--- src/rtl/ssport_pkg.sv ---
package ssport_pkg;

  // Per-cycle commands from the control to the datapath
  typedef struct packed {
    logic txLoad;     // fetch the next word into the shifter
    logic txShift;    // advance the outgoing shifter by one bit
    logic rxSample;   // shift the incoming bit in
    logic rxCommit;   // this sample completes a frame
    logic sampleBit;  // the incoming bit to shift in
  } strobe_t;

  typedef enum logic [1:0] {
    ST_IDLE,
    ST_RUN,
    ST_TAIL
  } mstate_t;

endpackage

--- src/rtl/ssport_fifo.sv ---
module ssport_fifo #(
  parameter int W     = 16,
  parameter int DEPTH = 8
) (
  input  logic         clk,
  input  logic         rstN,
  input  logic         wrEn,
  input  logic [W-1:0] wrData,
  input  logic         rdEn,
  output logic [W-1:0] rdData,
  output logic         full,
  output logic         empty
);
  localparam int AW = $clog2(DEPTH);
  localparam int CW = AW + 1;

  logic [W-1:0]  mem [DEPTH];
  logic [AW-1:0] wrPtr, rdPtr;
  logic [CW-1:0] count;
  logic          doWr, doRd;

  assign full   = (count == CW'(DEPTH));
  assign empty  = (count == '0);
  assign doWr   = wrEn && !full;
  assign doRd   = rdEn && !empty;
  assign rdData = mem[rdPtr];

  always_ff @(posedge clk) begin
    if (doWr) mem[wrPtr] <= wrData;
  end

  always_ff @(posedge clk or negedge rstN) begin
    if (!rstN) begin
      wrPtr <= '0;
      rdPtr <= '0;
      count <= '0;
    end else begin
      if (doWr) wrPtr <= (wrPtr == AW'(DEPTH - 1)) ? '0 : wrPtr + 1'b1;
      if (doRd) rdPtr <= (rdPtr == AW'(DEPTH - 1)) ? '0 : rdPtr + 1'b1;
      if (doWr && !doRd)      count <= count + 1'b1;
      else if (doRd && !doWr) count <= count - 1'b1;
    end
  end
endmodule

--- src/rtl/ssport_datapath.sv ---
module ssport_datapath
  import ssport_pkg::*;
#(
  parameter int DATA_W = 16,
  parameter int DEPTH  = 8,
  parameter int NB_W   = 5
) (
  input  logic              clk,
  input  logic              rstN,
  input  strobe_t           strb,
  input  logic [NB_W-1:0]   frameLen,
  input  logic [DATA_W-1:0] txData,
  input  logic              txPush,
  output logic              txFull,
  output logic              txEmpty,
  output logic [DATA_W-1:0] rxData,
  input  logic              rxPop,
  output logic              rxFull,
  output logic              rxEmpty,
  output logic              overrun,
  output logic              sdo
);
  localparam int IDX_W = $clog2(DATA_W);

  logic [DATA_W-1:0] txHead, txShiftReg, rxWord, lenMask;
  logic [DATA_W-2:0] rxShiftReg;
  logic [IDX_W-1:0]  msbIdx;

  always_comb begin
    for (int i = 0; i < DATA_W; i++) lenMask[i] = (NB_W'(i) < frameLen);
  end

  assign msbIdx = IDX_W'(frameLen - 1'b1);
  assign sdo    = txShiftReg[msbIdx];
  assign rxWord = {rxShiftReg, strb.sampleBit} & lenMask;

  ssport_fifo #(.W(DATA_W), .DEPTH(DEPTH)) u_txFifo (
    .clk    (clk),
    .rstN   (rstN),
    .wrEn   (txPush),
    .wrData (txData),
    .rdEn   (strb.txLoad),
    .rdData (txHead),
    .full   (txFull),
    .empty  (txEmpty)
  );

  ssport_fifo #(.W(DATA_W), .DEPTH(DEPTH)) u_rxFifo (
    .clk    (clk),
    .rstN   (rstN),
    .wrEn   (strb.rxCommit),
    .wrData (rxWord),
    .rdEn   (rxPop),
    .rdData (rxData),
    .full   (rxFull),
    .empty  (rxEmpty)
  );

  always_ff @(posedge clk or negedge rstN) begin
    if (!rstN) begin
      txShiftReg <= '0;
      rxShiftReg <= '0;
      overrun    <= 1'b0;
    end else begin
      if (strb.txLoad)       txShiftReg <= txEmpty ? '0 : txHead;
      else if (strb.txShift) txShiftReg <= txShiftReg << 1;
      if (strb.rxSample)     rxShiftReg <= {rxShiftReg[DATA_W-3:0], strb.sampleBit};
      if (strb.rxCommit && rxFull) overrun <= 1'b1;
    end
  end
endmodule

--- src/rtl/ssport_control.sv ---
module ssport_control
  import ssport_pkg::*;
#(
  parameter int NB_W = 5,
  parameter int PS_W = 8
) (
  input  logic            clk,
  input  logic            rstN,
  input  logic            isMaster,
  input  logic            cpol,
  input  logic            cpha,
  input  logic [NB_W-1:0] frameLen,
  input  logic [PS_W-1:0] prescale,
  input  logic            txEmpty,
  input  logic            sclkIn,
  input  logic            csnIn,
  input  logic            sdi,
  output strobe_t         strb,
  output logic            sclkOut,
  output logic            csnOut
);
  mstate_t         state;
  logic [PS_W-1:0] halfRaw, halfLen, halfCnt;
  logic [PS_W:0]   tailCnt, tailLast;
  logic [NB_W:0]   edgeCnt, edgeLast;
  logic [NB_W-1:0] lastBit, launchCnt, sampleCnt;
  logic            sclkPhase, csnReg, preload;
  logic            sclkMeta, sclkSync, sclkPrev;
  logic            csnMeta, csnSync, csnPrev;
  logic            sdiMeta, sdiSync;
  logic            mEdge, mStart, sEdge, sStart;
  logic            leadEv, trailEv, launchEv, sampleEv, startEv, idleNow;

  // Divider: bit 0 dropped, never below one system clock per half period
  assign halfRaw  = {1'b0, prescale[PS_W-1:1]};
  assign halfLen  = (halfRaw == '0) ? PS_W'(1) : halfRaw;
  assign tailLast = {halfLen, 1'b0} - 1'b1;
  assign edgeLast = {frameLen, 1'b0} - 1'b1;
  assign lastBit  = frameLen - 1'b1;

  assign mEdge  = isMaster && (state == ST_RUN) && (halfCnt == halfLen - 1'b1);
  assign mStart = isMaster && (state == ST_IDLE) && !txEmpty;
  assign sEdge  = !isMaster && !csnSync && (sclkSync != sclkPrev);
  assign sStart = !isMaster && csnPrev && !csnSync;

  always_comb begin
    leadEv   = (mEdge && !sclkPhase) || (sEdge && (sclkPrev == cpol));
    trailEv  = (mEdge && sclkPhase)  || (sEdge && (sclkPrev != cpol));
    launchEv = cpha ? leadEv : trailEv;
    sampleEv = cpha ? trailEv : leadEv;
    startEv  = mStart || sStart;
    idleNow  = isMaster ? (state == ST_IDLE) : csnSync;

    strb.txLoad    = (startEv && !cpha && !(sStart && preload)) ||
                     (launchEv && (launchCnt == '0));
    strb.txShift   = launchEv && (launchCnt != '0);
    strb.rxSample  = sampleEv;
    strb.rxCommit  = sampleEv && (sampleCnt == lastBit);
    strb.sampleBit = isMaster ? sdi : sdiSync;
  end

  assign sclkOut = isMaster ? (cpol ^ sclkPhase) : cpol;
  assign csnOut  = csnReg;

  // Slave-side synchronisers
  always_ff @(posedge clk or negedge rstN) begin
    if (!rstN) begin
      {sclkMeta, sclkSync, sclkPrev} <= '0;
      {csnMeta, csnSync, csnPrev}    <= '1;
      {sdiMeta, sdiSync}             <= '0;
    end else begin
      {sclkMeta, sclkSync, sclkPrev} <= {sclkIn, sclkMeta, sclkSync};
      {csnMeta, csnSync, csnPrev}    <= {csnIn, csnMeta, csnSync};
      {sdiMeta, sdiSync}             <= {sdi, sdiMeta};
    end
  end

  // Master clock and select generation
  always_ff @(posedge clk or negedge rstN) begin
    if (!rstN) begin
      state     <= ST_IDLE;
      halfCnt   <= '0;
      tailCnt   <= '0;
      edgeCnt   <= '0;
      sclkPhase <= 1'b0;
      csnReg    <= 1'b1;
    end else if (!isMaster) begin
      state     <= ST_IDLE;
      sclkPhase <= 1'b0;
      csnReg    <= 1'b1;
    end else begin
      unique case (state)
        ST_IDLE: begin
          sclkPhase <= 1'b0;
          if (mStart) begin
            state   <= ST_RUN;
            halfCnt <= '0;
            edgeCnt <= '0;
            csnReg  <= 1'b0;
          end
        end
        ST_RUN: begin
          if (mEdge) begin
            halfCnt   <= '0;
            sclkPhase <= !sclkPhase;
            if (edgeCnt == edgeLast) begin
              edgeCnt <= '0;
              if (txEmpty) begin
                state   <= ST_TAIL;
                tailCnt <= '0;
              end
            end else begin
              edgeCnt <= edgeCnt + 1'b1;
            end
          end else begin
            halfCnt <= halfCnt + 1'b1;
          end
        end
        ST_TAIL: begin
          if (tailCnt == tailLast) begin
            state  <= ST_IDLE;
            csnReg <= 1'b1;
          end else begin
            tailCnt <= tailCnt + 1'b1;
          end
        end
        default: state <= ST_IDLE;
      endcase
    end
  end

  // Bit position counters shared by both roles
  always_ff @(posedge clk or negedge rstN) begin
    if (!rstN) begin
      launchCnt <= '0;
      sampleCnt <= '0;
      preload   <= 1'b0;
    end else begin
      if (startEv) begin
        launchCnt <= cpha ? '0 : NB_W'(1);
        sampleCnt <= '0;
        preload   <= 1'b0;
      end else if (idleNow) begin
        launchCnt <= '0;
        sampleCnt <= '0;
      end else begin
        if (launchEv) launchCnt <= (launchCnt == lastBit) ? '0 : launchCnt + 1'b1;
        if (sampleEv) sampleCnt <= (sampleCnt == lastBit) ? '0 : sampleCnt + 1'b1;
        if (launchEv && (launchCnt == '0) && !isMaster && !cpha && !txEmpty)
          preload <= 1'b1;
      end
      if (isMaster) preload <= 1'b0;
    end
  end
endmodule

--- src/rtl/sync_serial_port.sv ---
module sync_serial_port
  import ssport_pkg::*;
#(
  parameter int DATA_W   = 16,
  parameter int DEPTH    = 8,
  parameter int PS_W     = 8,
  parameter int MIN_BITS = 4
) (
  input  logic                         clk,
  input  logic                         rstN,
  input  logic                         isMaster,
  input  logic                         cpol,
  input  logic                         cpha,
  input  logic [$clog2(DATA_W+1)-1:0]  frameBits,
  input  logic [PS_W-1:0]              prescale,
  input  logic [DATA_W-1:0]            txData,
  input  logic                         txPush,
  output logic                         txFull,
  output logic                         txEmpty,
  output logic [DATA_W-1:0]            rxData,
  input  logic                         rxPop,
  output logic                         rxFull,
  output logic                         rxEmpty,
  output logic                         overrun,
  output logic                         sclkOut,
  output logic                         csnOut,
  output logic                         sdo,
  input  logic                         sclkIn,
  input  logic                         csnIn,
  input  logic                         sdi
);
  localparam int NB_W = $clog2(DATA_W + 1);

  logic [NB_W-1:0] frameLen;
  strobe_t         strb;

  assign frameLen = (frameBits < NB_W'(MIN_BITS)) ? NB_W'(MIN_BITS) :
                    (frameBits > NB_W'(DATA_W))   ? NB_W'(DATA_W)   : frameBits;

  ssport_control #(.NB_W(NB_W), .PS_W(PS_W)) u_control (
    .clk      (clk),
    .rstN     (rstN),
    .isMaster (isMaster),
    .cpol     (cpol),
    .cpha     (cpha),
    .frameLen (frameLen),
    .prescale (prescale),
    .txEmpty  (txEmpty),
    .sclkIn   (sclkIn),
    .csnIn    (csnIn),
    .sdi      (sdi),
    .strb     (strb),
    .sclkOut  (sclkOut),
    .csnOut   (csnOut)
  );

  ssport_datapath #(.DATA_W(DATA_W), .DEPTH(DEPTH), .NB_W(NB_W)) u_datapath (
    .clk      (clk),
    .rstN     (rstN),
    .strb     (strb),
    .frameLen (frameLen),
    .txData   (txData),
    .txPush   (txPush),
    .txFull   (txFull),
    .txEmpty  (txEmpty),
    .rxData   (rxData),
    .rxPop    (rxPop),
    .rxFull   (rxFull),
    .rxEmpty  (rxEmpty),
    .overrun  (overrun),
    .sdo      (sdo)
  );
endmodule

--- config.mk ---
export PLATFORM = sky130hd
export DESIGN_NAME = sync_serial_port
export DESIGN_NICKNAME = d
export VERILOG_FILES = /design/src/rtl/ssport_pkg.sv /design/src/rtl/ssport_fifo.sv /design/src/rtl/ssport_datapath.sv /design/src/rtl/ssport_control.sv /design/src/rtl/sync_serial_port.sv
export SDC_FILE = /design/constraint.sdc
export NUM_CORES = 1
export LEC_CHECK = 0
export BUFFER_PORTS_ARGS = -buffer_cell sky130_fd_sc_hd__buf_2
export CAP_MARGIN = 20
export CORE_UTILIZATION = 40
export DETAILED_ROUTE_END_ITERATION = 6
export GPL_TIMING_DRIVEN = 0
export PLACE_DENSITY = 0.62
export RECOVER_POWER = 25
export SYNTH_ARGS = -nofsm -noshare
export SYNTH_HDL_FRONTEND = slang
export SYNTH_HIERARCHICAL = 1
export SYNTH_SLANG_ARGS = --single-unit
--- constraint.sdc ---
create_clock -name clk -period 5.91 [get_ports clk]
set_input_delay 0.591 -clock clk [delete_from_list [all_inputs] [get_ports clk]]
set_output_delay 0.591 -clock clk [all_outputs]
set_load 0.02 [all_outputs]
# Word level (Yosys, flattened, before mapping)
# Memories as Yosys holds them, arrays and structs flattened.
# Cells that the tools add are included.
[classes]
n_lt_le_gt_ge = 19
bitwise = 2
eq_ne = 29
mux = 64
reduce_logical = 68
addsub = 17
[ops]
columns = ["op", "n"]
rows = [
  ["2-to-1 mux 5 bit", 10],
  ["2-to-1 mux 16 bit", 3],
  ["< comparator 4 x 5 -> 1 bit (first input constant)", 8],
  ["2-to-1 mux 9 bit", 4],
  ["logical AND 1 bit", 30],
  ["< comparator 3 x 5 -> 1 bit (first input constant)", 4],
  ["2-to-1 mux 1 bit", 20],
  ["2-to-1 mux 6 bit", 3],
  ["one-hot mux 9 bit (2 select lines)", 1],
  ["bitwise AND 16 bit", 1],
  ["2-to-1 mux 4 bit", 4],
  ["2-to-1 mux 8 bit", 2],
  ["one-hot mux 8 bit (2 select lines)", 1],
  ["inequality test 3 x 2 -> 1 bit (second input constant)", 5],
  ["logical NOT 1 bit", 13],
  ["adder 3 x 1 -> 3 bit (second input constant)", 4],
  ["== test 3 bit (second input constant)", 4],
  ["2-to-1 mux 2 bit", 6],
  ["2-to-1 mux 3 bit", 4],
  ["one-hot mux 6 bit (2 select lines)", 1],
  ["adder 5 x 1 -> 5 bit (second input constant)", 2],
  ["== test 5 bit", 2],
  ["< comparator 1 x 5 -> 1 bit (first input constant)", 2],
  ["< comparator 2 x 5 -> 1 bit (first input constant)", 2],
  ["other kinds (42)", 63],
]
[totals]
n_memories = 2
ramBits = 256
out_inout_bits = 24
ff_bits = 98
[mem_list]
columns = ["name", "depth", "width", "read_ports", "rd_ports_with_merged_regs", "wr", "line", "text"]
rows = [
  ["u_datapath.u_rxFifo.mem", 8, 16, 1, 0, 1, "ssport_fifo.sv:17", "logic [W-1:0] mem [DEPTH];"],
  ["u_datapath.u_txFifo.mem", 8, 16, 1, 0, 1, "ssport_fifo.sv:17", ""],
]

# Longest topological paths before layout
[logic_depth]
word_depth = 16
ltp_mapped = 20
depth_no_buf = 18

# By module
# Netlist, hierarchy kept.
[modules_own_cells]
columns = ["module", "area_per_inst_um2", "seq_area_each_um2", "n_inst", "cells_per_inst"]
rows = [
  ["ssport_fifo", 5591.6, 4093.9, 2, 252],
  ["ssport_control", 3204.3, 1156.1, 1, 336],
  ["ssport_datapath", 1692.9, 800.8, 1, 151],
  ["sync_serial_port", 40.0, 0.0, 1, 7],
]

# Least setup slack after synthesis
# Ideal clock, no wire load.
[synth_path]
kind = "in2reg"
startpoint = "input prescale[5]"
endpoint = "memory u_datapath.u_rxFifo.mem[0][0], enable pin"
t_arrival_ps = 4996
setup_time_ps = 430
cell_stages = 14
path_slack_ps = 483
cell_sequence = "clkbuf_8 > nor3_1 > a21oi_1 > ha_1 > or3b_2 > o32a_1 > a2111o_1 > nor3_4 > a21oi_1 > or2_0 > buf_6 > nor2_1 > nand2_4 > nor4_1"
[synth_rtl]
columns = ["item", "line", "text"]
rows = [
  ["from (decl)", "sync_serial_port.sv:15", "input logic [PS_W-1:0] prescale,"],
  ["to (decl)", "ssport_fifo.sv:17", ""],
]

==> results.yml <==
run_status:
  status: "complete, but fails checks"
  violations: "capacitance limit, slew limit"
logic_synthesis:
  synthAdderAreaFrac: 0.02034
  synth-seq-cells: 354
  synth-async-reset-ratio: 0.2768
  synth_mux_area_frac: 0.1650
  synth.most_common_cell: "edfxtp_1"
  synthCells: 998
  synthTopCellsByCount: "256 x edfxtp_1, 94 x dfrtp_1, 60 x mux2_2"
  postSynthAreaPerCell_um2: 16.15
  yosysSeqAreaShare: 0.6293
  synth_top_area_cell: "edfxtp_1"
  synth-simple-area-share: 0.07630
  synth_xor_area_frac: 0.02794
  synthFlopType: "edfxtp_1"
  synth-compound-area-share: 0.05759
  synth_top_cell_area_share: 0.4769
  ys_types: 76
  synth_edf_count: 256
  synth_fp_nets: 1062
  netlist_area_mm2: 0.01612
  ys_warn_count: 6
  synth_top_family_by_area: "multiplexers"
  synthTopCellsByArea: "edfxtp_1 48%, dfrtp_1 15%, mux4_1 7.8%, mux2_2 4.2%, mux4_2 2.9%"
power_and_ir_drop:
  p_comb_frac: 0.289
  p_sw_mw: 2.347
  swShare: 0.3008
  clkPwrFrac: 0.289
  peakVddDrop_mv: 0.3280
  total_power_mw: 7.802
  p_leak_nw: 6.722
  p_seq_frac: 0.422
  powerDensity_mw_per_mm2: 419.5
  intPower_mw: 5.455
floorplanning:
  rows: 73
  die_area_mm2: 0.04111
  dieHeight_um: 202.8
  die_x_um: 202.8
  initial_core_util: 0.4057
  ios: 63
  fp.coreArea_mm2: 0.03973
cts:
  post_cts.repair.setup_buffers: 0
  numCtsBuffers: 38
  postCtsHoldBufs: 0
  cts-root-buf: "clkbuf_16"
  cts.sinks: 354
  post_cts_resized: 0
  htree_levels: 2
  clk_pin_slew_worst_paths_ns: 0.06
  insertion_delay_ns: 0.52
  cts_tree: "built"
  cts.path.max_buffers: 3
worst_hold_path:
  hold_class: "input port to flop"
timing:
  worstMarginPinSlew_ns: 2.773
  fmax_mhz: 189.1
  holdWs_ns: 0.1715
  period_share: 0.8946
  setup_viol: 0
  drv_slew: 101
  period_needed_ns: 5.287
  finalHoldViolations: 0
  skew_ns: 0.01589
  maxSlewHeadroom: -0.8484
  rsz0062_at_grt: "no"
placed_design:
  detailedPlacementHpwl_um: 22200
  place_congestion: 0.8000
  portBuffers: 59
  place_area_mm2: 0.01744
worst_setup_path:
  startpoint_type: "input port"
  worstPathMaxFanout: 10
  critPathKind: "input port to flop"
  worst_ep_required_time_ns: 6.31
  cp.arrival_ns: 5.68
  worst_setup_path_end_kind: "flop"
drt:
  avgViaCountPerCell: 5.286
  drcViolationCount: 0
  postRouteAntennaNets: 0
  drt_iter0_markers: 522
  via_count: 8859
  wl_per_cell_um: 19.04
  wl_um: 31920
  drt-pass1-iter-count: 5
cells_and_area:
  fin_util: 0.4681
  fillCellCount: 3436
  ff_latch_area_mm2: 0.01014
  synthToLayoutAreaGrowth_pct: 15.36
  final_nets: 1186
  drive_above_1_share: 0.2346
  diodes: 0
  final_area_mm2: 0.01860
  multi_input_area_mm2: 0.005677
global_routing:
  grt_first_pass_wirelength_um: 51150
  antenna_found_initial: 0
  overflow: 0
  track_usage: 0.1598
  grt_start_max_net_pins: 58
  grt_pass1_vias: 9094
job:
  cap_violations: 2
## cells in the final DEF (no fill, tap or decap), types with 24 or more instances in the layout
cell type    n
o21ai_0     42
mux2_2      60
edfxtp_1   256
clkbuf_16   39
buf_2       53
mux4_1      48
nand3_1     24
xnor2_1     25
mux2i_1     25
inv_1       26
clkbuf_1    49
dfrtp_1     94
nand2_1     56
## power by group through the flow
stage          sequential, mW  clock (mW)  combinational, mW
2_1_floorplan            3.28           0               1.63
4_1_cts                  3.30        2.32               2.29
3_5_place_dp             3.35           0               2.27
3_3_place_gp             3.33           0               2.19
6_report                 3.29        2.26               2.25
5_1_grt                  3.34        2.42               2.46
## worst max-delay path, cell delays in order
cell      delay, ns
buf_2          0.15
nor3_1         0.08
a21oi_1        0.31
ha_1           0.25
or3b_2         0.51
o32a_1         0.31
a2111o_1       0.39
nor3_4         0.30
a21oi_1        0.23
or2_1          0.32
o22ai_2        0.51
o41ai_4        0.24
ha_1           0.30
inv_1          0.16
ha_1           0.31
or4_1          0.53
o211ai_1       0.11
o211ai_1       0.09
## final cells by class
| type | count | share of cell area |
|---|---|---|
| Timing Repair Buffer | 84 | 0.02981 |
| Buffer | 44 | 0.01514 |
| Clock buffer | 53 | 0.05584 |
| Inverter | 26 | 0.005248 |
| Clock inverter | 16 | 0.007872 |
| Multi-Input combinational cell | 574 | 0.3053 |
| Sequential cell | 354 | 0.5455 |
| Tap cell | 525 | 0.03532 |
## metal layers
metal	global-route usage	wire, um	vias up
met5	0	0	-
met4	0.04082	556	0
met3	0.02841	1189	32
li1	-	-	4188
met1	0.2130	14430	4497
met2	0.2701	15740	142
## through the flow
| stage | instances | setup slack [ns] | setup TNS [ns] |
|---|---|---|---|
| final | 1676 | 0.6231 | 0 |
| after global routing | 1676 | 0.1720 | 0 |
| after CTS | 1674 | 0.1968 | 0 |
| after detailed placement | 1605 | -0.3482 | -0.3482 |
| after global placement | 1582 | -1.486 | -69.91 |
| after floorplan | 998 | 0.4834 | 0 |
## kinds of logic after synthesis
group / after synthesis
AOI/OAI and AO/OA: 131
and+or+nand+nor: 222
DFF: 354
muxes: 154
xor gates and xnor gates: 42
adders and majority gates: 25
buffers and inverters: 70
## worst paths after layout
path                       slack, ns            startpoint  depth (start not counted)                      endpoint
setup / recovery                0.62           prescale[7]                         18  u_datapath/u_txFifo/count[3]
hold / removal                  0.17                 csnIn                          1             u_control/csnMeta
setup reg to reg                1.53  u_control/halfCnt[6]                         14  u_datapath/u_txFifo/count[3]
hold reg to reg                 0.34    u_control/sclkMeta                          0            u_control/sclkSync
max in group asynchronous       1.24                  rstN                          2      u_datapath/txShiftReg[0]
min in group asynchronous       0.79                  rstN                          1  u_datapath/u_txFifo/wrPtr[2]
## registers in the layout, indices dropped and copies added, names as in the netlist, 4 cells and up
signal,flops
u_datapath/u_rxFifo/count,4
u_control/sampleCnt,5
u_control/tailCnt,9
u_control/halfCnt,8
u_datapath/txShiftReg,16
u_datapath/u_txFifo/count,4
u_datapath/u_txFifo/mem,128
u_control/launchCnt,5
u_datapath/u_rxFifo/mem,128
u_datapath/rxShiftReg,15
u_control/edgeCnt,6
(Power assumes the default switching activity.)
